===== config.mk =====
export PLATFORM = sky130hd
export DESIGN_NAME = interval_timer64
export DESIGN_NICKNAME = d
export VERILOG_FILES = /design/src/rtl/ivt_pkg.sv /design/src/rtl/ivt_divider.sv /design/src/rtl/ivt_counter.sv /design/src/rtl/interval_timer64.sv
export SDC_FILE = /design/constraint.sdc
export NUM_CORES = 1
export LEC_CHECK = 0
export ABC_AREA = 1
export BUFFER_PORTS_ARGS = -buffer_cell sky130_fd_sc_hd__buf_4
export CORE_ASPECT_RATIO = 1.1
export CORE_MARGIN = 1.5
export CORE_UTILIZATION = 25
export CTS_CLUSTER_SIZE = 25
export DETAILED_ROUTE_END_ITERATION = 10
export HOLD_SLACK_MARGIN = 0.1
export SYNTH_ARGS = -nofsm -noshare
export SYNTH_HDL_FRONTEND = slang
export SYNTH_HIERARCHICAL = 1
export SYNTH_SLANG_ARGS = --single-unit

===== constraint.sdc =====
create_clock -name clk -period 2.5 [get_ports clk]
set_clock_uncertainty 0.1 [all_clocks]
set_input_delay 0.5 -clock clk [delete_from_list [all_inputs] [get_ports clk]]
set_output_delay 0.5 -clock clk [all_outputs]
set_load 0.01 [all_outputs]

===== src/rtl/ivt_pkg.sv =====
package ivt_pkg;
    localparam logic [7:0] OFS_CTRL   = 8'h00;
    localparam logic [7:0] OFS_MODE   = 8'h04;
    localparam logic [7:0] OFS_PER_LO = 8'h08;
    localparam logic [7:0] OFS_PER_HI = 8'h0C;
    localparam logic [7:0] OFS_IEN    = 8'h10;
    localparam logic [7:0] OFS_STAT   = 8'h1C;
    localparam logic [7:0] OFS_CNT_LO = 8'h20;
    localparam logic [7:0] OFS_CNT_HI = 8'h24;

    localparam int CTRL_GO_BIT   = 0;
    localparam int CTRL_RST_BIT  = 8;
    localparam int MODE_CONT_BIT = 0;
    localparam int MODE_ALT_BIT  = 3;
    localparam int MODE_DIV_LSB  = 8;
    localparam int DIV_W         = 4;

    typedef struct packed {
        logic [DIV_W-1:0] div;
        logic             alt;
        logic             cont;
    } mode_t;
endpackage


===== src/rtl/ivt_divider.sv =====
module ivt_divider #(
    parameter int DIV_W = 4
) (
    input  logic             clk,
    input  logic             rst_n,
    input  logic             run,
    input  logic             restart,
    input  logic             use_alt,
    input  logic             alt_tick,
    input  logic [DIV_W-1:0] div,
    output logic             adv
);
    logic [DIV_W-1:0] phase_d, phase_q;
    logic             tick;

    always_comb begin
        tick    = use_alt ? alt_tick : 1'b1;
        adv     = run && tick && (phase_q == div);
        phase_d = phase_q;
        if (restart) begin
            phase_d = '0;
        end else if (run && tick) begin
            phase_d = adv ? '0 : phase_q + 1'b1;
        end
    end

    always_ff @(posedge clk) begin
        if (!rst_n) phase_q <= '0;
        else        phase_q <= phase_d;
    end
endmodule


===== src/rtl/ivt_counter.sv =====
module ivt_counter #(
    parameter int CNT_W = 64
) (
    input  logic             clk,
    input  logic             rst_n,
    input  logic             go,
    input  logic             halt,
    input  logic             adv,
    input  logic             cont,
    input  logic [CNT_W-1:0] period,
    output logic [CNT_W-1:0] cnt,
    output logic             run,
    output logic             wrap
);
    typedef struct packed {
        logic             run;
        logic [CNT_W-1:0] cnt;
    } cstate_t;

    cstate_t s_d, s_q;

    always_comb begin
        s_d  = s_q;
        wrap = adv && (s_q.cnt == period);
        if (halt) begin
            s_d.run = 1'b0;
            s_d.cnt = '0;
        end else begin
            if (adv) begin
                if (wrap) begin
                    s_d.cnt = '0;
                    if (!cont) s_d.run = 1'b0;
                end else begin
                    s_d.cnt = s_q.cnt + 1'b1;
                end
            end
            if (go) s_d.run = 1'b1;
        end
    end

    always_ff @(posedge clk) begin
        if (!rst_n) s_q <= '0;
        else        s_q <= s_d;
    end

    assign cnt = s_q.cnt;
    assign run = s_q.run;
endmodule


===== src/rtl/interval_timer64.sv =====
module interval_timer64
    import ivt_pkg::*;
#(
    parameter int HALF_W = 32,
    parameter int BUS_W  = 32,
    parameter int ADDR_W = 8
) (
    input  logic              clk,
    input  logic              rst_n,
    input  logic              alt_tick,
    input  logic              wr_en,
    input  logic              rd_en,
    input  logic [ADDR_W-1:0] addr,
    input  logic [BUS_W-1:0]  wdata,
    output logic [BUS_W-1:0]  rdata,
    output logic              irq
);
    localparam int CNT_W = 2 * HALF_W;

    typedef struct packed {
        mode_t             mode;
        logic [CNT_W-1:0]  period;
        logic [HALF_W-1:0] stage;
        logic [HALF_W-1:0] snap;
        logic              ie;
        logic              flag;
    } regs_t;

    regs_t r_d, r_q;

    logic             wr_ctrl, wr_mode, wr_plo, wr_phi, wr_ien;
    logic             rd_clo, rd_stat;
    logic             go, swrst, adv, wrap, run;
    logic [CNT_W-1:0] cnt;

    always_comb begin
        wr_ctrl = wr_en && (addr == ADDR_W'(OFS_CTRL));
        wr_mode = wr_en && (addr == ADDR_W'(OFS_MODE));
        wr_plo  = wr_en && (addr == ADDR_W'(OFS_PER_LO));
        wr_phi  = wr_en && (addr == ADDR_W'(OFS_PER_HI));
        wr_ien  = wr_en && (addr == ADDR_W'(OFS_IEN));
        rd_clo  = rd_en && (addr == ADDR_W'(OFS_CNT_LO));
        rd_stat = rd_en && (addr == ADDR_W'(OFS_STAT));
        swrst   = wr_ctrl && wdata[CTRL_RST_BIT];
        go      = wr_ctrl && wdata[CTRL_GO_BIT] && !wdata[CTRL_RST_BIT];
    end

    ivt_divider #(.DIV_W(DIV_W)) u_div (
        .clk      (clk),
        .rst_n    (rst_n),
        .run      (run),
        .restart  (go || swrst),
        .use_alt  (r_q.mode.alt),
        .alt_tick (alt_tick),
        .div      (r_q.mode.div),
        .adv      (adv)
    );

    ivt_counter #(.CNT_W(CNT_W)) u_cnt (
        .clk    (clk),
        .rst_n  (rst_n),
        .go     (go),
        .halt   (swrst),
        .adv    (adv),
        .cont   (r_q.mode.cont),
        .period (r_q.period),
        .cnt    (cnt),
        .run    (run),
        .wrap   (wrap)
    );

    always_comb begin
        r_d   = r_q;
        rdata = '0;
        if (wr_mode) begin
            r_d.mode.cont = wdata[MODE_CONT_BIT];
            r_d.mode.alt  = wdata[MODE_ALT_BIT];
            r_d.mode.div  = wdata[MODE_DIV_LSB +: DIV_W];
        end
        if (wr_phi) r_d.stage  = wdata[HALF_W-1:0];
        if (wr_plo) r_d.period = {r_q.stage, wdata[HALF_W-1:0]};
        if (wr_ien) r_d.ie     = wdata[0];
        if (rd_clo) r_d.snap   = cnt[CNT_W-1:HALF_W];
        if (rd_stat) r_d.flag  = 1'b0;
        if (wrap)    r_d.flag  = 1'b1;

        case (addr)
            ADDR_W'(OFS_MODE): begin
                rdata[MODE_CONT_BIT]                = r_q.mode.cont;
                rdata[MODE_ALT_BIT]                 = r_q.mode.alt;
                rdata[MODE_DIV_LSB +: DIV_W]        = r_q.mode.div;
            end
            ADDR_W'(OFS_PER_LO): rdata = BUS_W'(r_q.period[HALF_W-1:0]);
            ADDR_W'(OFS_PER_HI): rdata = BUS_W'(r_q.period[CNT_W-1:HALF_W]);
            ADDR_W'(OFS_IEN):    rdata = BUS_W'(r_q.ie);
            ADDR_W'(OFS_STAT):   rdata = BUS_W'(r_q.flag);
            ADDR_W'(OFS_CNT_LO): rdata = BUS_W'(cnt[HALF_W-1:0]);
            ADDR_W'(OFS_CNT_HI): rdata = BUS_W'(r_q.snap);
            default:             rdata = '0;
        endcase
    end

    always_ff @(posedge clk) begin
        if (!rst_n) begin
            r_q        <= '0;
            r_q.period <= '1;
        end else begin
            r_q <= r_d;
        end
    end

    assign irq = r_q.flag && r_q.ie;
endmodule


Word level (Yosys, flattened, before mapping)
Index checks and enable logic that the tools add are counted.
- add/subtract/negate cells: 2
- mux-type cells: 15
- bitwise logic cells: 1
- equality and inequality tests: 10
- reductions and logical operators: 23
- operators with widths (operator ; count):
    $pmux W20 S4 ; 1
    $mux W65 ; 1
    $add A64 B1 Y64 const B ; 1
    $eq A64 B64 Y1 ; 1
    $mux W64 ; 1
    $pmux W4 S5 ; 1
    $eq A8 B4 Y1 const B ; 2
    $eq A8 B5 Y1 const B ; 2
    $eq A8 B6 Y1 const B ; 2
    $pmux W4 S4 ; 1
    $logic_and A1 B1 Y1 ; 14
    $eq A8 B3 Y1 const B ; 1
    $logic_not A8 Y1 ; 1
    $pmux W2 S4 ; 1
    $pmux W1 S7 ; 1
    $mux W1 ; 6
    $reduce_bool A2 Y1 ; 3
    $pmux W1 S5 ; 1
    $add A4 B1 Y4 const B ; 1
    $eq A4 B4 Y1 ; 1
    $mux W4 ; 1
    $reduce_or A2 Y1 ; 2
    $reduce_and A3 Y1 ; 1
    $ne A2 B1 Y1 const B ; 1
    other kinds (3) ; 3
- flip-flop bits (word level): 205
- output and inout bits: 33

Depth between registers and ports, before layout
Gate-level depths: netlist of run 1.
- depth in word-level cells: 7
- depth in mapped cells: 18

Modules after synthesis
The synthesis of run 1 kept the hierarchy.
- modules (own cells, without submodules) (module ; instances ; cells each ; area an instance (sq um)):
    interval_timer64 ; 1 ; 995 ; 6437.4
    ivt_counter ; 1 ; 853 ; 5074.9
    ivt_divider ; 1 ; 46 ; 302.8

Least setup slack after synthesis of run 1
No wires, ideal clock.
- path kind: input-to-reg
- from: in alt_tick
- to: reg u_cnt.s_q, in the netlist u_cnt/cnt[55]
- library setup time: 116 ps
- setup slack: 233 ps
- path buffers: 1
- required time: 2284 ps
- data arrival time: 2051 ps
- stages: 18
- path through: inv_1 nand2_2 nand2_4 nor2_2 nand3_2 inv_2 buf_4 inv_2 nor2_2 nand2_2 nor2_4 nand2_2 nor2_4 nand2_2 nor2_1 nand2_1 nor2_1 nor3b_2
- longest elaborated chain between the ends: 5
- ends and longest elaborated chain (element ; RTL line ; source):
    from (decl) ; interval_timer64.sv:10 ; input logic alt_tick,
    $mux W1 (*) ; ivt_divider.sv:17 ; tick = use_alt ? alt_tick : 1'b1;
    $logic_and A1 B1 Y1 (*) (2 in a row) ; ivt_divider.sv:18 ; adv = run && tick && (phase_q == div);
    net adv ; interval_timer64.sv:33 ; logic go, swrst, adv, wrap, run;
    $logic_and A1 B1 Y1 ; ivt_counter.sv:24 ; wrap = adv && (s_q.cnt == period);
    $mux W64 ; ivt_counter.sv:30 ; if (wrap) begin
    to (signal assigned) ; ivt_counter.sv:42 ; if (!rst_n) s_q <= '0;
    to (signal assigned) ; ivt_counter.sv:43 ; else s_q <= s_d;
    to (decl) ; ivt_counter.sv:20 ; cstate_t s_d, s_q;
Mark *: on every way through the listed nets, which the timed path passes. The rest lies on a longest branch.
A chain may end at the register's enable or synchronous reset.

Final worst setup path of run 1
- from: in addr[1]
- to: out rdata[16]
- longest elaborated chain between the ends: 2
- elaborated cells on any way between the ends: 5
- ends and longest elaborated chain (element ; RTL line ; source):
    from (decl) ; interval_timer64.sv:13 ; input logic [ADDR_W-1:0] addr,
    $eq A8 B6 Y1 / $eq A8 B4 Y1 (equally long branches) ; interval_timer64.sv:87 ; case (addr)
    $pmux W20 S4 (*) ; interval_timer64.sv:87 ;
    to (decl) ; interval_timer64.sv:15 ; output logic [BUS_W-1:0] rdata,
Every way passes the cells marked *; elsewhere a longest branch is shown, timed or not.

==> flow_summary_export.csv, run 1 <==
group,metric,value,unit
sta,hold_viol_final,0,
yosys,yosysMostFrequentCell,"nand2_1",
detailed_routing,drt-total-wl,49800,um
sta,drv_slew,0,
yosys,synth_warnings,6,
clocking,cts_buffers,23,
power_and_ir_drop,ir_drop,0.392,mV
cells_and_area,syn2layout_area_growth,23.7,%
yosys,ys_types,42,
clocking,htreeDepth,1,
die,design.portCount,78,
yosys,synthTopCellsByCount,"570 x nand2_1, 312 x nor2_1, 224 x inv_1",
yosys,ys_seq_area_frac,0.347,
critical_path,worstSetupStartpointType,"input port",
power_and_ir_drop,powerDensity,510,nW/um^2
clocking,cts_root_buf,"clkbuf_16",
yosys,synth-edff-count,0,
clocking,clk_pin_slew_worst_paths,0.06,ns
cells_and_area,fin_nets,2074,
detailed_routing,avgViaCountPerCell,4.86,
critical_path,worstPathRequired,1.90,ns
clocking,cts_tree,"built",
clocking,clock_sinks,205,
yosys,synth_nets,1941,
place,dp.cells,2570,
die,row_count,83,
grt,antenna_found_initial,0,
power_and_ir_drop,p_int,5770,uW
detailed_routing,dr.pass1.iters,5,
yosys,synthTopCellsByArea,"dfxtp_1 35%, nand2_1 18%, nor2_1 9.9%",
yosys,yosys_most_used_dff,"dfxtp_1",
power_and_ir_drop,power_frac_seq,0.439,
sta,worst_pin_slew,0.597,ns
sta,finalSetupViolations,0,
critical_path,critPathCaptureType,"output pin",
place,io_buffers,77,
grt,grt_pass1_vias,12218,
sta,min_period,2.40,ns
sta,fin_crit_sh,0.960,
sta,slew_headroom,0.602,
detailed_routing,vias,12824,
sta,rsz0062_at_grt,"no",
die,die_x,210,um
yosys,postSynth.asyncResetShare,0,
yosys,synthCells,1894,
detailed_routing,wl_per_cell,18.9,um
run,maxCapViolCount,0,
detailed_routing,drc_errors,0,
power_and_ir_drop,total_leakage_power,0.00648,uW
cells_and_area,diodes,0,
die,dieArea,48600,sq um
grt,grt-ovfl-total,0,
critical_path,cp_max_fo,45,
hold_path,min_path_cells,3,
yosys,ys_ff_latch,205,
yosys,netlist_area,11800,sq um
yosys,synth_top_area_frac,0.347,
critical_path,crit_type,"in2out",
cells_and_area,fin_util,0.313,
power_and_ir_drop,p_sw,1680,uW
die,fp.dieH,231,um
die,initial_core_util,0.253,
cells_and_area,drive_gt1_frac,0.132,
detailed_routing,drtIter0Drc,1055,
detailed_routing,antenna_left,0,
power_and_ir_drop,clock_power_share,0.516,
clocking,postCtsSetupBuffers,0,
grt,track_usage,0.204,
grt,grt_max_degree,117,
hold_path,min_path_type,"in2reg",
power_and_ir_drop,p_comb_frac,0.044,
yosys,syn_avg_cell_area,6.24,sq um
clocking,clk_latency,0.54,ns
sta,clock.fmax,0.417,GHz
grt,grt_pass1_wl,75000,um
power_and_ir_drop,p_sw_frac,0.226,
critical_path,r2r_cells,16,
clocking,clk_path_buf_depth,3,
critical_path,arrival,1.80,ns
place,place_congestion,0.992,
yosys,yosys.area.top_type,"dfxtp_1",
outcome,status,"finished, final reports clean",
cells_and_area,finalNonFillerCells,2638,
place,dp_hpwl,39000,um
die,fp.coreArea,46600,sq um
[registers in the layout, summed over array words and instances (netlist names)]
name           count
u_cnt/cnt         64
r_q              136
u_cnt/run          1
u_div/phase_q      4
[power groups by stage]
stage	Clock, uW	Sequential (uW)	Combinational (uW)
2_1_floorplan	0	3350	150
3_3_place_gp	0	3350	293
3_5_place_dp	0	3350	297
4_1_cts	3890	3280	331
5_1_grt	4010	3270	359
6_report	3850	3280	330
[stage by stage]
| step | hold slack [ns] | TNS (ns) | total power [uW] | setup WS [ns] | area, sq um |
|---|---|---|---|---|---|
| after floorplan | 0.330 | 0 | 3500 | 0.233 | 11800 |
| after global placement | 0.335 | -0.426 | 3640 | -0.0319 | 13500 |
| after detailed placement | 0.340 | -0.508 | 3650 | -0.0310 | 13500 |
| after CTS | 0.107 | 0 | 7500 | 0.0972 | 14600 |
| after global routing | 0.131 | 0 | 7640 | 0.0000369 | 14600 |
| final | 0.118 | 0 | 7460 | 0.100 | 14600 |
[area by class of cell]
| cell class | instances | area [sq um] |
|---|---|---|
| multi-input cells | 1382 | 6450 |
| fillers | 5157 | 32000 |
| well taps | 595 | 744 |
| flip-flops and latches | 205 | 4110 |
| inverters | 233 | 876 |
| clock inverters | 12 | 188 |
| repair buffers | 182 | 1600 |
| clock buffers | 29 | 658 |
[cells by family (layout without fill, tap and decap cells)]
group	after synthesis	count (layout)	share of synthesized area
AOI/OAI and AO/OA	24	24	0.0113
adders and majority gates	2	2	0.00212
and+or+nand+nor	1297	1297	0.487
xor gates and xnor gates	59	59	0.0437
DFF	205	205	0.347
buffers and inverters	307	456	0.108
[worst paths after layout]
| path | to | from | slack (ns) |
|---|---|---|---|
| setup / recovery | rdata[16] | addr[1] | 0.10 |
| hold / removal | r_q[78]$_SDFFE_PN1P_ | wdata[12] | 0.12 |
| setup reg to reg | u_cnt/cnt[23]$_SDFFE_PP0P_ | u_div/phase_q[0]$_SDFFE_PP0P_ | 0.10 |
| hold reg to reg | r_q[124]$_SDFFE_PN1P_ | r_q[60]$_SDFFE_PN0P_ | 0.35 |
[critical path, stage by stage]
cell and delay [ns]:
buf_4 0.11, nor2_2 0.16, nand2_1 0.20, nor2_4 0.17
buf_12 0.23, nand2_1 0.08, nand4_1 0.14, buf_4 0.15
[cell usage in the layout, fill, tap and decap left out, types with 2 or more instances in the layout]
master,count
nor3b_2,3
nand2_1,569
dfxtp_1,204
o22ai_1,3
nand4_1,72
dlygate4sd3_1,27
buf_12,13
nor4_1,6
nor2_8,2
nand3b_1,2
clkbuf_8,6
inv_1,224
nand2_4,3
nand2_2,13
nor2_4,6
nor3b_1,8
or2_2,3
inv_2,8
clkbuf_16,23
o21ai_0,7
nand3_1,221
nor3_1,41
ha_1,2
nor2_1,311
xor2_1,40
bufinv_16,5
clkinv_2,7
buf_4,142
xnor2_1,19
nor2_2,17
nor3_4,2
a21oi_1,11
nand3_2,4
nor3_2,8
or2_1,2
[layer usage]
layer | GRT usage | routed length (um) | up-vias
met5 | 0 | 0 | -
met4 | 0.0726 | 1790 | 0
met3 | 0.0199 | 2730 | 84
met2 | 0.344 | 23400 | 448
met1 | 0.271 | 21900 | 6107
li1 | - | - | 6185
[repair_timing]
item / 4_1_cts / 5_1_grt
hold endpoints to repair: 27 / 0
gates resized for setup: 0 / 1
hold buffers: 27 / 0
setup endpoints to repair: 0 / 1
(Power assumes the default switching activity.)
==> inputs of run 2 (changes only) <==
Settings changed: PLACE_DENSITY_LB_ADDON set to 0.08, REMOVE_ABC_BUFFERS set to 1.
==> flow_summary_export.csv, run 2 (same netlist as run 1, synthesis figures left out) <==
group,metric,value,unit
outcome,status,"finished, final reports clean",
critical_path,worstSetupStartpointType,"flop",
grt,track_usage,0.217,
detailed_routing,drc_errors,0,
critical_path,ff2ff_setup_slack,0.08,ns
critical_path,crit_slowest_cell,"nor4_1",
grt,grt_pass1_vias,11995,
place,io_buffers,77,
detailed_routing,antenna_left,0,
cells_and_area,drive_gt1_frac,0.140,
clocking,clk_latency,0.56,ns
detailed_routing,dr.pass1.iters,5,
critical_path,rr_endpoint,"u_cnt/cnt[45]$_SDFFE_PP0P_",
detailed_routing,drt-total-wl,52600,um
cells_and_area,largest_register,"r_q",
critical_path,critPathTopFamily,"simple AND/OR/NAND/NOR gates",
sta,hold_ws,0.309,ns
die,die_x,210,um
die,design.portCount,78,
die,initial_core_util,0.253,
sta,fin_ws,0.0780,ns
place,pre_cts_ws,-0.0243,ns
critical_path,worstPathRequired,2.85,ns
detailed_routing,drtIter0Drc,751,
clocking,cts_buffers,27,
sta,clock.fmax,0.413,GHz
sta,slew_headroom,0.462,
clocking,clock_sinks,205,
cells_and_area,fillers,5185,
critical_path,crit_type,"reg2reg",
clocking,clk_pin_slew_worst_paths,0.06,ns
critical_path,path_cells,"nand2_1, inv_1, nand3_1, nor4_1, inv_1, nor2_1, xor2_1, nor2_1",
cells_and_area,largest_reg_flops,136,
power_and_ir_drop,p_int,5710,uW
power_and_ir_drop,powerDensity,503,nW/um^2
cells_and_area,layout.area.seq,4110,sq um
die,fp.coreArea,46600,sq um
cells_and_area,fin_nets,2099,
detailed_routing,vias,12252,
power_and_ir_drop,p_sw_frac,0.237,
power_and_ir_drop,ir_drop,0.423,mV
critical_path,reg2reg_from,"u_cnt/cnt[39]$_SDFFE_PP0P_",
power_and_ir_drop,clock_power_share,0.515,
power_and_ir_drop,power_frac_seq,0.438,
sta,finalSetupViolations,0,
die,fp.dieH,231,um
grt,grt_pass1_wl,78200,um
critical_path,critPathBufInv,2,
critical_path,r2r_cells,8,
sta,min_period,2.42,ns
power_and_ir_drop,total_leakage_power,0.00660,uW
grt,antenna_found_initial,1,
hold_path,hold_path.startpoint,"rst_n",
clocking,cts_root_buf,"clkbuf_16",
hold_path,min_path_cells,3,
sta,hold_viol_final,0,
grt,grt_max_degree,74,
grt,grt-ovfl-total,0,
critical_path,cp_max_fo,4,
critical_path,arrival,2.77,ns
critical_path,crit_path_max_incr_delay,0.64,ns
power_and_ir_drop,p_comb_frac,0.047,
sta,fin_crit_sh,0.969,
power_and_ir_drop,finalPower,7490,uW
hold_path,hold_end,"r_q[129]$_SDFFE_PN1P_",
place,place_congestion,0.947,
die,row_count,83,
cells_and_area,multi_input_area,6460,sq um
run,maxCapViolCount,0,
cells_and_area,syn2layout_area_growth,26.0,%
sta,worst_pin_slew,0.800,ns
detailed_routing,wl_per_cell,19.7,um
hold_path,min_path_type,"in2reg",
detailed_routing,avgViaCountPerCell,4.60,
clocking,clk_path_buf_depth,3,
sta,drv_slew,0,
sta,rsz0062_at_grt,"yes",
clocking,htreeDepth,1,
power_and_ir_drop,p_sw,1780,uW
place,dp_hpwl,41100,um
cells_and_area,final_cell_mix,"569 x nand2_1, 309 x nor2_1, 224 x inv_1",
critical_path,crit_start,"u_cnt/cnt[39]$_SDFFE_PP0P_",
die,dieArea,48600,sq um
cells_and_area,final_common_cell,"nand2_1",
critical_path,critPathCaptureType,"flop",
clocking,cts_tree,"built",
[run 2: what timing repair did]
| action | in CTS | in global routing |
|---|---|---|
| endpoints found under the setup margin | 0 | 41 |
| buffers inserted | 0 | 0 |
| endpoints found under the hold margin | 33 | 0 |
| resized for setup | 0 | 9 |
| hold buffers | 32 | 0 |
[run 2: power by group through the flow]
stage | sequential (uW) | combinational [uW] | clock (uW)
after global routing | 3280 | 388 | 4100
after detailed placement | 3350 | 318 | 0
after CTS | 3280 | 359 | 3990
after floorplan | 3350 | 101 | 0
after global placement | 3350 | 317 | 0
final | 3280 | 354 | 3860
[run 2: final cells by class]
cell class                      instances  share of cell area
Antenna cell                            1            0.000168
Clock buffer                           38              0.0509
Clock inverter                          8             0.00656
Inverter                              233              0.0590
Multi-Input combinational cell       1382               0.434
Sequential cell                       205               0.276
Tap cell                              595              0.0500
Timing Repair Buffer                  203               0.123
[run 2: stage by stage]
| stage | util | std cells | instance area (sq um) | TNS [ns] |
|---|---|---|---|---|
| floorplan | - | 1820 | 11400 | -60.65 |
| global placement | 0.294 | 2586 | 13700 | 0 |
| detailed placement | 0.294 | 2586 | 13700 | -0.0537 |
| CTS | 0.319 | 2664 | 14900 | 0 |
| global route | 0.319 | 2664 | 14900 | -0.00806 |
| finish | 0.319 | 2665 | 14900 | 0 |
[run 2: worst register-to-register path, cell delays in order, from the launching register on]
cell	delay, ns
dfxtp_1	0.53
nand2_1	0.13
inv_1	0.09
nand3_1	0.12
nor4_1	0.64
inv_1	0.17
nor2_1	0.33
xor2_1	0.17
nor2_1	0.05
[run 2: layer usage]
layer,wire length (um),track usage,up-vias,share of wire
met5,17,0,-,0.00032
met3,1910,0.0230,60,0.036
met1,24100,0.281,5728,0.46
met2,25000,0.374,217,0.48
li1,-,-,6245,-
met4,1520,0.0679,2,0.029
[run 2: how the worst max path moves through the flow]
| stage | depth (start not counted) | to | slack (ns) |
|---|---|---|---|
| final | 8 | u_cnt/cnt[45]$_SDFFE_PP0P_ | 0.08 |
| after global routing | 15 | u_cnt/cnt[26]$_SDFFE_PP0P_ | -0.008 |
| after detailed placement | 18 | u_cnt/cnt[55]$_SDFFE_PP0P_ | -0.02 |
| after global placement | 16 | u_cnt/cnt[26]$_SDFFE_PP0P_ | 0.03 |
| after CTS | 10 | rdata[8] | 0.09 |
| after floorplan | 6 | r_q[100]$_SDFFE_PN1P_ | -0.83 |
